$ cat config.mk
export PLATFORM = sky130hd
export DESIGN_NAME = irq_group_ctrl
export DESIGN_NICKNAME = d
export VERILOG_FILES = /design/src/rtl/irq_grp_pkg.sv /design/src/rtl/irq_sync.sv /design/src/rtl/irq_src_cell.sv /design/src/rtl/irq_regs.sv /design/src/rtl/irq_group_ctrl.sv
export SDC_FILE = /design/constraint.sdc
export NUM_CORES = 1
export LEC_CHECK = 0
export BUFFER_PORTS_ARGS = -buffer_cell sky130_fd_sc_hd__buf_2
export CAP_MARGIN = 30
export CORE_ASPECT_RATIO = 1.2
export CORE_MARGIN = 5
export CORE_UTILIZATION = 45
export DETAILED_ROUTE_END_ITERATION = 10
export GPL_ROUTABILITY_DRIVEN = 0
export PLACE_DENSITY = 0.85
export RECOVER_POWER = 100
export SLEW_MARGIN = 15
export SYNTH_ARGS = -nofsm -noshare
export SYNTH_HDL_FRONTEND = slang
export SYNTH_SLANG_ARGS = --single-unit
$ cat constraint.sdc
create_clock -name clk -period 2.61 [get_ports clk]
set_input_delay 0.1305 -clock clk [delete_from_list [all_inputs] [get_ports clk]]
set_output_delay 0.1305 -clock clk [all_outputs]
set_load 0.03 [all_outputs]
$ cat src/rtl/irq_grp_pkg.sv
package irq_grp_pkg;
  // word addresses of the register-bus slave
  localparam int unsigned ADR_STAT_N   = 0;
  localparam int unsigned ADR_STAT_F   = 1;
  localparam int unsigned ADR_MASK_N   = 2;
  localparam int unsigned ADR_MASK_F   = 3;
  localparam int unsigned ADR_EOI_BASE = 32;

  // active-high group request: any enabled, active source
  function automatic logic grp_request(input logic [31:0] act, input logic [31:0] en);
    return |(act & en);
  endfunction

  // end-of-interrupt word address of global source idx
  function automatic int unsigned eoi_word(input int unsigned idx);
    return ADR_EOI_BASE + idx;
  endfunction
endpackage

$ cat src/rtl/irq_sync.sv
module irq_sync #(
  parameter int unsigned W      = 1,
  parameter int unsigned STAGES = 2
) (
  input  logic         clk,
  input  logic         rst_n,
  input  logic [W-1:0] d_i,
  output logic [W-1:0] q_o
);
  logic [W-1:0] stg [STAGES];

  for (genvar s = 0; s < STAGES; s++) begin : g_stage
    if (s == 0) begin : g_first
      always_ff @(posedge clk or negedge rst_n)
        if (!rst_n) stg[0] <= '0;
        else        stg[0] <= d_i;
    end else begin : g_next
      always_ff @(posedge clk or negedge rst_n)
        if (!rst_n) stg[s] <= '0;
        else        stg[s] <= stg[s-1];
    end
  end

  assign q_o = stg[STAGES-1];
endmodule

$ cat src/rtl/irq_src_cell.sv
module irq_src_cell #(
  parameter bit LATCHED = 1'b0
) (
  input  logic clk,
  input  logic rst_n,
  input  logic lvl_i,
  input  logic clr_i,
  output logic act_o
);
  logic lat_q;
  logic lat_d;
  logic clr_evt;

  assign clr_evt = clr_i;

  // the set term is ORed after the clear, so a set in the same cycle wins
  always_comb lat_d = LATCHED ? ((lat_q & ~clr_evt) | lvl_i) : 1'b0;

  always_ff @(posedge clk or negedge rst_n)
    if (!rst_n) lat_q <= 1'b0;
    else        lat_q <= lat_d;

  assign act_o = LATCHED ? (lat_q | lvl_i) : lvl_i;

  if (LATCHED) begin : g_chk

    hold_chk: assert property (@(posedge clk) disable iff (!rst_n)
      (lat_q && !clr_evt) |=> lat_q);

    eoi_clr_chk: assert property (@(posedge clk) disable iff (!rst_n)
      (lat_q && clr_evt && !lvl_i) |=> !lat_q);

    set_wins_chk: assert property (@(posedge clk) disable iff (!rst_n)
      lvl_i |=> lat_q);
  end
endmodule

$ cat src/rtl/irq_regs.sv
module irq_regs
  import irq_grp_pkg::*;
#(
  parameter int unsigned N_NORM = 17,
  parameter int unsigned N_FAST = 5,
  parameter int unsigned ADDR_W = 6,
  parameter int unsigned DATA_W = 32,
  localparam int unsigned NSRC  = N_NORM + N_FAST
) (
  input  logic              clk,
  input  logic              rst_n,
  input  logic              sel_i,
  input  logic              wr_i,
  input  logic [ADDR_W-1:0] addr_i,
  input  logic [DATA_W-1:0] wdata_i,
  input  logic [N_NORM-1:0] stat_n_i,
  input  logic [N_FAST-1:0] stat_f_i,
  output logic [N_NORM-1:0] mask_n_o,
  output logic [N_FAST-1:0] mask_f_o,
  output logic [NSRC-1:0]   eoi_o,
  output logic [DATA_W-1:0] rdata_o
);
  logic wr_evt;
  logic rd_evt;
  logic [N_NORM-1:0] mask_n_q;
  logic [N_FAST-1:0] mask_f_q;
  logic unused_wbits;

  assign wr_evt = sel_i && wr_i;
  assign rd_evt = sel_i && !wr_i;
  assign unused_wbits = ^wdata_i[DATA_W-1:N_NORM];

  always_ff @(posedge clk or negedge rst_n)
    if (!rst_n) begin
      mask_n_q <= '0;
      mask_f_q <= '0;
    end else if (wr_evt) begin
      if (addr_i == ADDR_W'(ADR_MASK_N)) mask_n_q <= wdata_i[N_NORM-1:0];
      if (addr_i == ADDR_W'(ADR_MASK_F)) mask_f_q <= wdata_i[N_FAST-1:0];
    end

  for (genvar i = 0; i < NSRC; i++) begin : g_eoi
    assign eoi_o[i] = wr_evt && (addr_i == ADDR_W'(eoi_word(i)));
  end

  always_comb begin
    rdata_o = '0;
    unique case (addr_i)
      ADDR_W'(ADR_STAT_N): rdata_o = DATA_W'(stat_n_i);
      ADDR_W'(ADR_STAT_F): rdata_o = DATA_W'(stat_f_i);
      ADDR_W'(ADR_MASK_N): rdata_o = DATA_W'(mask_n_q);
      ADDR_W'(ADR_MASK_F): rdata_o = DATA_W'(mask_f_q);
      default:             rdata_o = '0;
    endcase
  end

  assign mask_n_o = mask_n_q;
  assign mask_f_o = mask_f_q;


  read_no_effect_chk: assert property (@(posedge clk) disable iff (!rst_n)
    rd_evt |=> ($stable(mask_n_q) && $stable(mask_f_q)));

  mask_hold_chk: assert property (@(posedge clk) disable iff (!rst_n)
    !wr_evt |=> ($stable(mask_n_q) && $stable(mask_f_q)));
endmodule

$ cat src/rtl/irq_group_ctrl.sv
module irq_group_ctrl
  import irq_grp_pkg::*;
#(
  parameter int unsigned N_NORM      = 17,
  parameter int unsigned N_FAST      = 5,
  parameter int unsigned SYNC_STAGES = 2,
  parameter int unsigned ADDR_W      = 6,
  parameter int unsigned DATA_W      = 32,
  parameter logic [N_NORM+N_FAST-1:0] LATCH_MAP = 22'h02_0003
) (
  input  logic                     clk,
  input  logic                     rst_n,
  input  logic [N_NORM+N_FAST-1:0] src_i,
  input  logic                     bus_sel_i,
  input  logic                     bus_wr_i,
  input  logic [ADDR_W-1:0]        bus_addr_i,
  input  logic [DATA_W-1:0]        bus_wdata_i,
  output logic [DATA_W-1:0]        bus_rdata_o,
  output logic                     irq_n_o,
  output logic                     fiq_n_o
);
  localparam int unsigned NSRC = N_NORM + N_FAST;

  logic [NSRC-1:0]   src_s;
  logic [NSRC-1:0]   act;
  logic [NSRC-1:0]   eoi;
  logic [N_NORM-1:0] act_n;
  logic [N_FAST-1:0] act_f;
  logic [N_NORM-1:0] mask_n;
  logic [N_FAST-1:0] mask_f;
  logic              norm_req;
  logic              fast_req;

  irq_sync #(.W(NSRC), .STAGES(SYNC_STAGES)) u_sync (
    .clk  (clk),
    .rst_n(rst_n),
    .d_i  (src_i),
    .q_o  (src_s)
  );

  for (genvar i = 0; i < NSRC; i++) begin : g_src
    irq_src_cell #(.LATCHED(LATCH_MAP[i])) u_cell (
      .clk  (clk),
      .rst_n(rst_n),
      .lvl_i(src_s[i]),
      .clr_i(eoi[i]),
      .act_o(act[i])
    );
  end

  assign act_n = act[N_NORM-1:0];
  assign act_f = act[NSRC-1:N_NORM];

  irq_regs #(.N_NORM(N_NORM), .N_FAST(N_FAST), .ADDR_W(ADDR_W), .DATA_W(DATA_W)) u_regs (
    .clk     (clk),
    .rst_n   (rst_n),
    .sel_i   (bus_sel_i),
    .wr_i    (bus_wr_i),
    .addr_i  (bus_addr_i),
    .wdata_i (bus_wdata_i),
    .stat_n_i(act_n),
    .stat_f_i(act_f),
    .mask_n_o(mask_n),
    .mask_f_o(mask_f),
    .eoi_o   (eoi),
    .rdata_o (bus_rdata_o)
  );

  assign norm_req = grp_request(32'(act_n), 32'(mask_n));
  assign fast_req = grp_request(32'(act_f), 32'(mask_f));
  assign irq_n_o  = ~norm_req;
  assign fiq_n_o  = ~fast_req;


  norm_masked_off_chk: assert property (@(posedge clk) disable iff (!rst_n)
    (mask_n == '0) |-> irq_n_o);

  fast_masked_off_chk: assert property (@(posedge clk) disable iff (!rst_n)
    (mask_f == '0) |-> fiq_n_o);

  idle_high_chk: assert property (@(posedge clk) disable iff (!rst_n)
    (act == '0) |-> (irq_n_o && fiq_n_o));

  fast_no_normal_chk: assert property (@(posedge clk) disable iff (!rst_n)
    (act_n == '0) |-> irq_n_o);
endmodule

* Yosys cells after proc, flatten, opt, wreduce, memory -nomap -nowiden
Cells that the tools add are included.
** Word-level totals
- Word-level logic and storage cells :: 39
- Output and inout port bits :: 34
- Register bits :: 69
- Bits of input ports :: 64
** Cells by class
- Multiplexer cells :: 1
- Bitwise logic cells :: 16
- Equal/unequal tests :: 6
- Reductions and logical operators :: 9
** Operators by type and width (count)
- case mux 17 bit (4 select lines) :: 1
- OR reduction 32 bit :: 2
- == test 6 bit (second input constant) :: 3
- bitwise AND 17 bit :: 1
- == test 6 x 2 -> 1 bit (second input constant) :: 2
- == test 6 x 1 -> 1 bit (second input constant) :: 1
- logical NOT 6 bit :: 1
- OR 1 bit :: 6
- bitwise AND 5 bit :: 1
- inverter 1 bit :: 5
- logical AND 1 bit :: 4
- AND reduction 2 bit :: 2
- bitwise AND 1 bit :: 3

* Longest topological paths before layout
- Word-level depth :: 5
- Depth in mapped cells :: 7
- Depth with buffers taken out :: 4

* Hierarchy
Synthesis repeated with hierarchy kept, for this count alone.
** Second synthesis, totals
- Cell total of the unflattened synthesis :: 257
- Area, all modules :: 3219.3 um^2
** By module, submodules not included
- irq_regs :: area an instance 1567.8 um^2, seq. area each 550.5 um^2, instances 1, cells each 146
- irq_sync :: area an instance 1266.2 um^2, seq. area each 1101.1 um^2, instances 1, cells each 66
- irq_src_cell at g_src[10].u_cell ... :: area an instance 7.5 um^2, seq. area each 0.0 um^2, instances 19, cells each 1
- irq_src_cell at g_src[0].u_cell ... :: area an instance 42.5 um^2, seq. area each 25.0 um^2, instances 3, cells each 4
- irq_group_ctrl :: area an instance 115.1 um^2, seq. area each 0.0 um^2, instances 1, cells each 14

* Worst setup path after synthesis
OpenSTA, ideal clock, no wires.
- Kind :: input to register
- From :: in bus_addr_i[4]
- To :: reg u_regs.mask_n_q[15], in the netlist u_regs.mask_n_o[15]
- Setup slack :: 717 ps
- Arrival :: 1765 ps
- Required time :: 2483 ps
- Buffers on the path :: 3
- Cell stages on the path :: 7
- Setup time :: 127 ps
- Cells stage by stage :: or4_1 > buf_2 > nor3b_4 > and3_1 > buf_6 > buf_12 > mux2_1
** On the way
- Longest elaborated chain between the ends :: 2
** Ends and longest elaborated chain
- start, declared :: line irq_group_ctrl.sv:16 : input logic [ADDR_W-1:0] bus_addr_i,
- == test 6 x 2 -> 1 bit :: line irq_regs.sv:38 : if (addr_i == ADDR_W'(ADR_MASK_N)) mask_n_q <= wdata_i[N_NORM-1:0];
- AND reduction 2 bit (no source line)
- end signal, assigned :: line irq_regs.sv:38
- end, declared :: line irq_regs.sv:25 : logic [N_NORM-1:0] mask_n_q;
No other way between the ends.
A chain may end at the register's enable or synchronous reset.

* Worst setup path after layout
- From :: in bus_addr_i[4]
- To :: out bus_rdata_o[12]
** On the way
- Longest elaborated chain between the ends :: 2
- Elaborated cells between the ends (all ways) :: 5
- Classes of those cells :: 3 x eq/ne; 1 x mux; 1 x reduce/logical
** Ends and longest elaborated chain
- == test 6 x 2 -> 1 bit, or another cell as far along :: line irq_regs.sv:48 : unique case (addr_i)
- case mux 17 bit (4 select lines) * :: line irq_regs.sv:48
- end, declared :: line irq_group_ctrl.sv:18 : output logic [DATA_W-1:0] bus_rdata_o,
Every way passes the cells marked *; elsewhere a longest branch is shown, timed or not.

==> run_results.csv <==
group,metric,value,unit
drt,wl_met2,2960,µm
min_path,holdPathStages,2,
finish,nNetsFinal,338,
die,die_w,80.0,µm
sta,hold_viol,0,
run_status,status,"finished clean",
sta,worst_slew_pin_slew,1120,ps
min_path,holdPathEnd,"u_regs.mask_n_o[12]",
sta,period_minus_slack,2170,ps
finish,diodes,0,
sta,skew,3.93,ps
clock_network,cts_max_path_buffers,2,
finish,layout-drive-gt1-share,0.286,
sta,fin_crit_sh,0.833,
finish,seqCellArea,1730,µm²
clock_network,ctsResizeCount,0,
synthesis,syn_area_per_cell,15.1,µm²
drt,wl_per_cell,15.4,µm
synthesis,synth_area_leaders,"dfrtp_1 65%, mux2_4 5.1%, mux2_2 5.1%",
min_path,min_from,"bus_wdata_i[12]",
clock_network,cts_buffers,9,
global_route,grt_util_all_layers,0.162,
die,initial_core_util,0.464,
setup_path,reg2reg_slack,1770,ps
sta,clock.fmax,460,MHz
clock_network,clkTransAtPathRegs,70,ps
job,drv_cap,0,
finish,fill_cells,492,
drt,num_vias,1709,
drt,met1_length,2030,µm
sta,slew_headroom,0.253,
setup_path,r2r-start,"u_regs.mask_n_o[10]",
synthesis,synth_cell_type_count,35,
setup_path,critPathArrivalTime,2040,ps
finish,multi_input_area,772,µm²
sta,drv_slew,0,
die,die_y,94.0,µm
setup_path,endpoint_kind,"primary output",
clock_network,cts_setup_buffers,0,
global_route,grt-ovfl-total,0,
clock_network,cts-root-buf,"clkbuf_8",
power_and_ir_drop,p_leak,1.56,nW
global_route,grt_max_degree,51,
drt,firstDrtPassIters,4,
synthesis,yosysTopAreaCell,"dfrtp_1",
die,dieArea,7520,µm²
placement,place_hpwl,3900,µm
drt,top_layer,"met4",
drt,route.detailed.drc,0,
setup_path,cp-start-kind,"input port",
clock_network,tritoncts,"built",
power_and_ir_drop,power.density,644,nW/µm²
synthesis,synthCells,175,
drt,avgViaCountPerCell,4.80,
sta,finalSetupViolations,0,
drt,drt_iter0_markers,83,
clock_network,clock-sinks,69,
sta,worst_slack,437,ps
placement,io_buffer_count,67,
clock_network,insertion_delay,320,ps
finish,area_growth,26.9,%
die,core-area,5710,µm²
clock_network,postCtsHoldBufs,23,
die,rows,30,
drt,routed_wl,5490,µm
setup_path,r2r-end,"u_regs.mask_n_o[10]",
global_route,antenna_found_initial,0,
clock_network,htreeDepth,3,
synthesis,synth_warnings,0,
setup_path,crit_fanout,12,
drt,met3_length,312,µm
setup_path,crit_required,2480,ps
synthesis,synth.yosys.seq_area_share,0.652,
drt,ant_nets,0,
placement,place_ws,493,ps
min_path,hold_class,"in2reg",
synthesis,synth_top_area_frac,0.652,
synthesis,ys_ff_latch,69,
sta,setup_tns,0,ps
power_and_ir_drop,ir_worst_vdd,0.299,mV
sta,rsz0062_at_grt,"no",
synthesis,syn-cell-area,2650,µm²
setup_path,r2r_cells,1,
global_route,grt_pass1_vias,1920,
setup_path,timing_worst_setup_path_type,"in2out",
die,pin_count,98,
global_route,grt_pass1_wl,8980,µm
[registers in the layout, summed over array words and instances (netlist names)]
name / count
u_sync.q_o: 22
u_sync.stg: 22
u_regs.mask_n_o: 17
g_src.u_cell.lat_q: 3
u_regs.mask_f_o: 5
[per-stage QoR]
step,instances,util,instance area (µm²),power (mW),hold slack [ps]
after global placement,320,0.531,3030,1.40,100
after floorplan,189,-,2700,1.32,-165
after global routing,356,0.589,3360,2.27,5.85
after CTS,356,0.601,3430,2.21,14.1
after detailed placement,320,0.531,3030,1.41,112
final,356,0.589,3360,2.16,21.0
[layout by cell type (no fill, tap or decap), types with 2 or more instances in the layout]
cell,n
nand2b_1,2
nor3_1,3
mux2_1,8
mux2_4,3
dlygate4sd3_1,23
clkbuf_1,24
a22oi_1,6
mux2_2,11
a211oi_1,2
mux4_2,3
clkbuf_8,9
nor2b_1,3
conb_1,15
and3_1,2
nand4_1,2
a22o_1,13
nor2_1,5
o21ai_0,3
buf_4,3
buf_2,46
a21o_1,2
clkinv_2,2
nand2_1,3
dfrtp_1,69
[logic make-up (layout without fill, tap and decap cells)]
group / count (synthesis) / count (layout) / share of synthesized area
flip-flops: 69 / 69 / 0.652
AO/OA/AOI/OAI: 32 / 32 / 0.0950
multiplexers: 26 / 26 / 0.136
AND/OR/NAND/NOR: 24 / 24 / 0.0525
buffers and inverters: 23 / 110 / 0.0633
other: 1 / 15 / 0.00142
[critical path, stage by stage]
cell,delay (ps)
clkbuf_1,110
or4_1,700
nor3b_1,330
buf_4,260
a22o_1,160
clkbuf_1,350
[worst max-delay path by stage]
| stage | to | slack [ps] | startpoint | cells past startpoint |
|---|---|---|---|---|
| CTS | bus_rdata_o[16] | 660 | bus_addr_i[4] | 6 |
| global placement | u_regs.mask_n_o[16] | 540 | bus_addr_i[4] | 6 |
| finish | bus_rdata_o[12] | 440 | bus_addr_i[4] | 6 |
| detailed placement | u_regs.mask_n_o[4] | 490 | bus_addr_i[4] | 6 |
| floorplan | u_regs.mask_n_o[15] | 720 | bus_addr_i[4] | 7 |
| global route | bus_rdata_o[12] | 370 | bus_addr_i[4] | 6 |
[cell usage after synthesis, drive strengths merged]
cell	n
a211o	1
a211oi	2
a21o	2
a21oi	1
a221oi	1
a222oi	1
a22o	13
a22oi	6
a31oi	1
and3	2
buf	18
clkbuf	4
conb	1
dfrtp	69
inv	1
mux2	22
mux2i	1
mux4	3
nand2	3
nand2b	2
nand3	1
nand4	2
nor2	5
nor2b	3
nor3	3
nor3b	1
nor4	1
o21ai	3
o311ai	1
or4	1
[cell type report]
type,instances,share of cell area
clock buffers,10,0.0380
clock inverters,3,0.0119
inverters,1,0.00112
multi-input cells,97,0.230
flip-flops and latches,69,0.514
well taps,80,0.0298
repair buffers,96,0.175
[layer usage]
layer / track usage / vias to the layer above
met5: 0 / -
met3: 0.0432 / 15
met2: 0.265 / 54
met4: 0.114 / 0
li1: - / 801
met1: 0.180 / 839
[report_power, final]
| part | leakage (nW) | internal, mW | switching, mW |
|---|---|---|---|
| registers | 0.838 | 1.13 | 0.0365 |
| clock network | 0.0878 | 0.422 | 0.341 |
| logic | 0.639 | 0.104 | 0.128 |
No activity file was read; power rests on OpenSTA's default activity.
